File: config.mk
export PLATFORM = sky130hd
export DESIGN_NAME = xcvr_reg_bus
export DESIGN_NICKNAME = d
export VERILOG_FILES = /design/src/rtl/xcvr_pkg.sv /design/src/rtl/xcvr_store.sv /design/src/rtl/xcvr_keeper.sv /design/src/rtl/xcvr_path.sv /design/src/rtl/xcvr_reg_bus.sv
export SDC_FILE = /design/constraint.sdc
export NUM_CORES = 1
export LEC_CHECK = 0
export BUFFER_PORTS_ARGS = -buffer_cell sky130_fd_sc_hd__clkbuf_2
export CORE_MARGIN = 2
export CORE_UTILIZATION = 40
export CTS_CLUSTER_DIAMETER = 100
export DETAILED_ROUTE_END_ITERATION = 8
export GPL_TIMING_DRIVEN = 0
export HOLD_SLACK_MARGIN = 0.06
export PLACE_DENSITY = 0.78
export SETUP_SLACK_MARGIN = 0.3
export SLEW_MARGIN = 30
export SYNTH_ARGS = -nofsm -noshare
export SYNTH_HDL_FRONTEND = slang
export SYNTH_HIERARCHICAL = 1
export SYNTH_SLANG_ARGS = --single-unit
File: constraint.sdc
create_clock -name clk -period 1.6 [get_ports clk]
set_input_delay 0.16 -clock clk [delete_from_list [all_inputs] [get_ports clk]]
set_output_delay 0.16 -clock clk [all_outputs]
set_load 0.02 [all_outputs]
File: src/rtl/xcvr_pkg.sv
// Shared helpers for the registered bus transceiver.
package xcvr_pkg;
    // Value present on a port: the block's own output while it drives, otherwise the external driver.
    function automatic logic [63:0] bus_view(input logic drv, input logic [63:0] own,
                                             input logic [63:0] ext);
        return drv ? own : ext;
    endfunction
endpackage

File: src/rtl/xcvr_store.sv
// One direction's storage register.
// Loads d whenever cap is high at a clock edge. Assumes cap is a one-cycle
// synchronous strobe standing in for the capture clock edge.
module xcvr_store #(
    parameter int W = 8
) (
    input  logic         clk,
    input  logic         rst_n,
    input  logic         cap,
    input  logic [W-1:0] d,
    output logic [W-1:0] q
);
    // Capture on strobe, clear on synchronous reset.
    always_ff @(posedge clk) begin
        if (!rst_n)   q <= '0;
        else if (cap) q <= d;
    end

    p_capture_r1: assert property (@(posedge clk) disable iff (!rst_n)
        cap |=> (q == $past(d)));
    p_hold_r2: assert property (@(posedge clk) disable iff (!rst_n)
        !cap |=> $stable(q));
    p_reset_r10: assert property (@(posedge clk)
        !$past(rst_n) |-> (q == '0));
endmodule

File: src/rtl/xcvr_keeper.sv
// Bus keeper for the loopback mode.
// Tracks the port A value every cycle outside the loop, and freezes it while
// both directions drive each other live.
module xcvr_keeper #(
    parameter int W = 8
) (
    input  logic         clk,
    input  logic         rst_n,
    input  logic         loop_on,
    input  logic [W-1:0] track,
    output logic [W-1:0] q
);
    // Follow port A until the loop closes, then hold.
    always_ff @(posedge clk) begin
        if (!rst_n)        q <= '0;
        else if (!loop_on) q <= track;
    end

    p_keep_r8: assert property (@(posedge clk) disable iff (!rst_n)
        loop_on |=> $stable(q));
endmodule

File: src/rtl/xcvr_path.sv
// Output path of one direction.
// Chooses stored or live data for the far port. When the near port is itself
// driven by the block, the live value is the other direction's output, so the
// loop is resolved here without a combinational cycle.
module xcvr_path #(
    parameter int W = 8
) (
    input  logic         sel,
    input  logic         oe,
    input  logic [W-1:0] own_stored,
    input  logic [W-1:0] near_ext,
    input  logic         near_drv,
    input  logic         near_sel,
    input  logic [W-1:0] near_stored,
    input  logic [W-1:0] keep,
    output logic [W-1:0] out,
    output logic [W-1:0] drive
);
    logic [W-1:0] live_val;

    // Value seen on the near port, resolved without feedback.
    always_comb begin
        if (!near_drv)     live_val = near_ext;
        else if (near_sel) live_val = near_stored;
        else               live_val = keep;
    end

    // Stored versus live selection for the far port.
    always_comb out = sel ? own_stored : live_val;

    // Every bit follows the direction's enable.
    always_comb drive = {W{oe}};
endmodule

File: src/rtl/xcvr_reg_bus.sv
// Registered bidirectional bus transceiver, top level.
// One storage register per direction, live/stored select, active-high enable
// toward B and active-low enable toward A. Assumes a single system clock with
// capture strobes replacing the two capture clocks.
module xcvr_reg_bus #(
    parameter int W = 8
) (
    input  logic         clk,
    input  logic         rst_n,
    input  logic [W-1:0] a_in,
    input  logic [W-1:0] b_in,
    input  logic         cap_ab,
    input  logic         cap_ba,
    input  logic         sel_ab,
    input  logic         sel_ba,
    input  logic         oe_ab,
    input  logic         oe_ba_n,
    output logic [W-1:0] a_out,
    output logic [W-1:0] a_drive,
    output logic [W-1:0] b_out,
    output logic [W-1:0] b_drive
);
    import xcvr_pkg::*;

    localparam int VW = 64;

    logic         drv_a;
    logic         drv_b;
    logic         loop_on;
    logic [W-1:0] q_ab;
    logic [W-1:0] q_ba;
    logic [W-1:0] keep_q;
    logic [W-1:0] seen_a;
    logic [W-1:0] seen_b;
    logic [VW-1:0] view_a;
    logic [VW-1:0] view_b;

    // Internal enables, both active high.
    always_comb begin
        drv_a   = ~oe_ba_n;
        drv_b   = oe_ab;
        loop_on = drv_a & drv_b & ~sel_ab & ~sel_ba;
    end

    // Port values as seen from inside, used for capture and keeping.
    always_comb begin
        view_a = bus_view(drv_a, VW'(a_out), VW'(a_in));
        view_b = bus_view(drv_b, VW'(b_out), VW'(b_in));
        seen_a = view_a[W-1:0];
        seen_b = view_b[W-1:0];
    end

    xcvr_store #(.W(W)) u_st_ab (
        .clk(clk), .rst_n(rst_n), .cap(cap_ab), .d(seen_a), .q(q_ab));
    xcvr_store #(.W(W)) u_st_ba (
        .clk(clk), .rst_n(rst_n), .cap(cap_ba), .d(seen_b), .q(q_ba));

    xcvr_keeper #(.W(W)) u_keep (
        .clk(clk), .rst_n(rst_n), .loop_on(loop_on), .track(seen_a), .q(keep_q));

    xcvr_path #(.W(W)) u_to_b (
        .sel(sel_ab), .oe(drv_b), .own_stored(q_ab),
        .near_ext(a_in), .near_drv(drv_a), .near_sel(sel_ba), .near_stored(q_ba),
        .keep(keep_q), .out(b_out), .drive(b_drive));
    xcvr_path #(.W(W)) u_to_a (
        .sel(sel_ba), .oe(drv_a), .own_stored(q_ba),
        .near_ext(b_in), .near_drv(drv_b), .near_sel(sel_ab), .near_stored(q_ab),
        .keep(keep_q), .out(a_out), .drive(a_drive));

    p_isolate_r6: assert property (@(posedge clk) disable iff (!rst_n)
        (!oe_ab && oe_ba_n) |-> (a_drive == '0 && b_drive == '0));
    p_cross_r9: assert property (@(posedge clk) disable iff (!rst_n)
        (oe_ab && !oe_ba_n && sel_ab && sel_ba) |-> (b_out == q_ab && a_out == q_ba));
    p_loop_hold_r8: assert property (@(posedge clk) disable iff (!rst_n)
        (loop_on && $past(loop_on)) |-> ($stable(a_out) && $stable(b_out) && a_out == b_out));
    p_live_r3: assert property (@(posedge clk) disable iff (!rst_n)
        (!sel_ab && oe_ab && oe_ba_n) |-> (b_out == a_in));
endmodule

Word level (Yosys, flattened, before mapping)
Index checks and enable logic that the tools add are counted.
Word-level totals
  flip-flop bits (word level): 24
  output and inout port bits: 32
Cells by class
  muxes and demuxes: 8
  bitwise gates (word level): 6
Operators with widths (number)
  $mux W8: 8
  $and A1 B1 Y1: 3
  $not A1 Y1: 3

Depth between registers and ports, before layout
  depth in word-level cells: 4
  gate-level depth with buffers: 8
  mapped depth without buffers: 6

Hierarchy
Netlist, hierarchy kept.
Modules (own cells, without submodules)
  xcvr_path: times used 2, cells an instance 38, area each 325.3 sq um
  xcvr_store: times used 2, cells an instance 25, area each 301.5 sq um
  xcvr_keeper: times used 1, cells an instance 25, area each 301.5 sq um
  xcvr_reg_bus: times used 1, cells an instance 20, area each 290.3 sq um

Worst setup path after synthesis
OpenSTA, ideal clock, no wires.
  path type: input-to-reg
  from: input port oe_ba_n
  to: register u_st_ba.q[6]
  arrival time: 1.661 ns
  slack: -0.177 ns
  stages on the path: 8
  cell sequence: buf_6 inv_1 nor2b_1 clkbuf_1 a221o_1 mux2_4 mux2i_1 nor2b_1
On the way
  cells in the longest elaborated chain, start to end: 3
Ends and longest elaborated chain
  start: declaration: line xcvr_reg_bus.sv:17  | input logic oe_ba_n,
  $mux W8: line xcvr_path.sv:23  | if (!near_drv) live_val = near_ext;
  $mux W8: line xcvr_path.sv:29  | always_comb out = sel ? own_stored : live_val;
  named net b_out[6]: line xcvr_reg_bus.sv:20  | output logic [W-1:0] b_out,
  $mux W8: line xcvr_pkg.sv:6  | return drv ? own : ext;
  named net view_b[6]: line xcvr_reg_bus.sv:36  | logic [VW-1:0] view_b;
  end signal: assignment: line xcvr_store.sv:15  | if (!rst_n) q <= '0;
  end signal: assignment: line xcvr_store.sv:16  | else if (cap) q <= d;
  end: declaration: line xcvr_store.sv:11  | output logic [W-1:0] q
The timed path passes the listed nets, and every way through them passes these cells.
A chain may end at the register's enable or synchronous reset.

Worst setup path after layout
  from: register u_keep.q[6]
  to: output port b_out[6]
On the way
  cells in the longest elaborated chain, start to end: 3
Ends and longest elaborated chain
  start: declaration: line xcvr_keeper.sv:11  | output logic [W-1:0] q
  start signal: assignment: line xcvr_keeper.sv:16  | else if (!loop_on) q <= track;
  $mux W8: line xcvr_path.sv:24  | else if (near_sel) live_val = near_stored;
  $mux W8: line xcvr_path.sv:23
  $mux W8: line xcvr_path.sv:29
  end: declaration: line xcvr_reg_bus.sv:20
Every way passes these cells.

==> results.ini <==
[worst_setup_path]
r2r_cells = 5
cp.depth = 3
reg2reg_from = u_keep/q[5]$_SDFFE_PN0N_
cp.required_ns = 1.44
end_kind = primary output
startpoint = u_keep/q[6]$_SDFFE_PN0N_
crit_chain = mux2_4, a221o_1, clkbuf_8
cp_num_buf_inv = 1
cp_max_fo = 3
arrival_ns = 1.36
crit_family = compound AO/OA/AOI/OAI gates
critPathMaxStageDelay_ns = 0.35
cp_slowest_cell = a221o_1
startpoint_type = register
path_class = reg -> out

[drt]
dr_total_vias = 1428
wl_per_cell_um = 15.76
drtIter0Drc = 94
firstDrtPassIters = 4
viasPerCell = 5.028
postRouteAntennaNets = 0
drc = 0
drt_wl_total_mm = 4.475

[global_routing]
grt_pass1_vias = 1443
grt_pass1_wl_mm = 7.024
track_usage_pct = 17.65
antenna_found_initial = 0
overflow = 0
grt_max_degree = 25

[timing]
max_freq_mhz = 655.8
fin_skew_ns = 0.002072
setup_violations = 0
fin_crit_sh_pct = 95.30
min_period_ns = 1.525
tightest_slew_ns = 0.3731
hold_slack_ns = 0.2471
worst_slack_ns = 0.07512
rsz0062_at_grt = yes
slew_headroom_pct = 75.13
slew_violations = 0
finalSetupTns_ns = 0
hold_violations = 0

[worst_hold_path]
holdCritPathClass = in -> reg
min_from = cap_ba
min_path_cells = 3

[clock_tree]
cts_made_buffers = 3
cts.clk_slew.worst_paths_ns = 0.08
clock-root-buffer = clkbuf_8
cts_tree = done
htreeDepth = 1
cts.sinks = 24
worstSkewPairLatency_ns = 0.26
cts_buffer_depth = 2
cts_hold_buf = 0

[layout]
final_area_um2 = 2461
nets = 258
final_common_cell = clkbuf_2
area_delta_synth_final_pct = 33.36
final_cell_mix = clkbuf_2, mux2_4, nor2b_1
finalNonFillerCells = 284
drive_above_1_share_pct = 60.34
fill_cells = 387
diodes = 0

[placed_design]
routabilityCongestion = 0.7812
dp.cells = 275
dpl-instance-area_um2 = 2225
io_buffers = 52
dp_slack_ns = -0.3431
hpwl_mm = 3.053

[die]
ios = 56
core_area_um2 = 4414
die_w_um = 71.93
die_height_um = 71.93
start_util_pct = 41.81
dieArea_um2 = 5173
rows = 24

[synth]
synth_cells = 171
syn_area_um2 = 1846
ys_ff_latch = 24
synth.avg_cell_area_um2 = 10.79
yosysWarnings = 6
syn_nets = 195
yosysSeqAreaShare_pct = 26.03
synth.distinct_cells = 15

[run_status]
outcome = finished clean

[run]
max_cap_viol_count = 0

[pwr]
irDropWorstVdd_mv = 0.3234
p_leak_nw = 1.189
p_per_area_nw_per_um2 = 671.0

[stage by stage]
step | power [mW] | util, %
after floorplan | 1.080 | -
after global placement | 1.225 | 50.40
after detailed placement | 1.232 | 50.40
after CTS | 1.653 | 55.13
after global routing | 1.726 | 55.75
final | 1.651 | 55.75
[worst reg2reg max path: cells and delay by family, from the launching register on]
kind               cells  cell delay (ns)
muxes                  3             0.69
DFF                    1             0.33
AOI/OAI and AO/OA      1             0.33
and+or+nand+nor        1             0.06
[sequential cells by signal, summed over array words and instances, names as in the netlist]
name / flops
u_keep/q: 8
u_st_ab/q: 8
u_st_ba/q: 8
[area by class of cell]
cell class | count | area [µm²] | share of cell area (%)
Sequential cell | 24 | 499.2 | 20.28
Timing Repair Buffer | 58 | 400.4 | 16.27
Inverter | 1 | 7.507 | 0.3050
Buffer | 27 | 236.5 | 9.609
Multi-Input combinational cell | 119 | 1211 | 49.21
Tap cell | 52 | 65.06 | 2.644
Clock buffer | 3 | 41.29 | 1.678
[power by group]
group          total [mW]  internal [mW]  leakage, nW  switching [mW]
sequential          0.669          0.642        0.203          0.0269
clock               0.357          0.168       0.0216           0.189
combinational       0.625          0.344        0.964           0.281
[synthesized netlist by cell type (all sizes together)]
library cell / n / area share [%]
clkbuf: 4 / 0.81
a221o: 14 / 7.6
buf: 23 / 11
nor4b: 1 / 1.3
a211o: 2 / 0.95
inv: 1 / 0.20
mux2i: 24 / 13
nor2b: 26 / 8.8
and2: 16 / 5.4
nor2: 2 / 0.68
dfxtp: 24 / 26
mux2: 32 / 24
nor3b: 2 / 0.81
[kinds of logic after synthesis]
| logic type | share of synthesized area [%] |
|---|---|
| buffers and inverters | 11.80 |
| and+or+nand+nor | 17.02 |
| DFF | 26.03 |
| muxes | 36.61 |
| AOI/OAI and AO/OA | 8.542 |
[per-layer routing]
layer / vias up / track usage, % / wire length [µm]
li1: 719 / - / -
met1: 655 / 23.99 / 2137
met2: 52 / 29.63 / 2035
met3: 2 / 1.667 / 289
met4: 0 / 5.660 / 14
met5: - / 0 / 0
[timing repair]
item / in CTS / in global routing
endpoints found under the hold margin: 0 / 0
setup buffers: 6 / 0
pin swaps: 8 / 0
gates cloned: 0 / 0
setup endpoints to repair: 40 / 40
resized for setup: 41 / 16
[path summary, 6_finish.rpt]
| kind | end | slack [ns] |
|---|---|---|
| worst max register to register | u_st_ab/q[5]$_SDFFE_PN0P_ | 0.08 |
| worst min-delay path | u_st_ba/q[6]$_SDFFE_PN0P_ | 0.25 |
| worst max-delay path | b_out[6] | 0.08 |
| worst min register to register | u_keep/q[0]$_SDFFE_PN0N_ | 0.53 |
No activity file was read; power rests on OpenSTA's default activity.
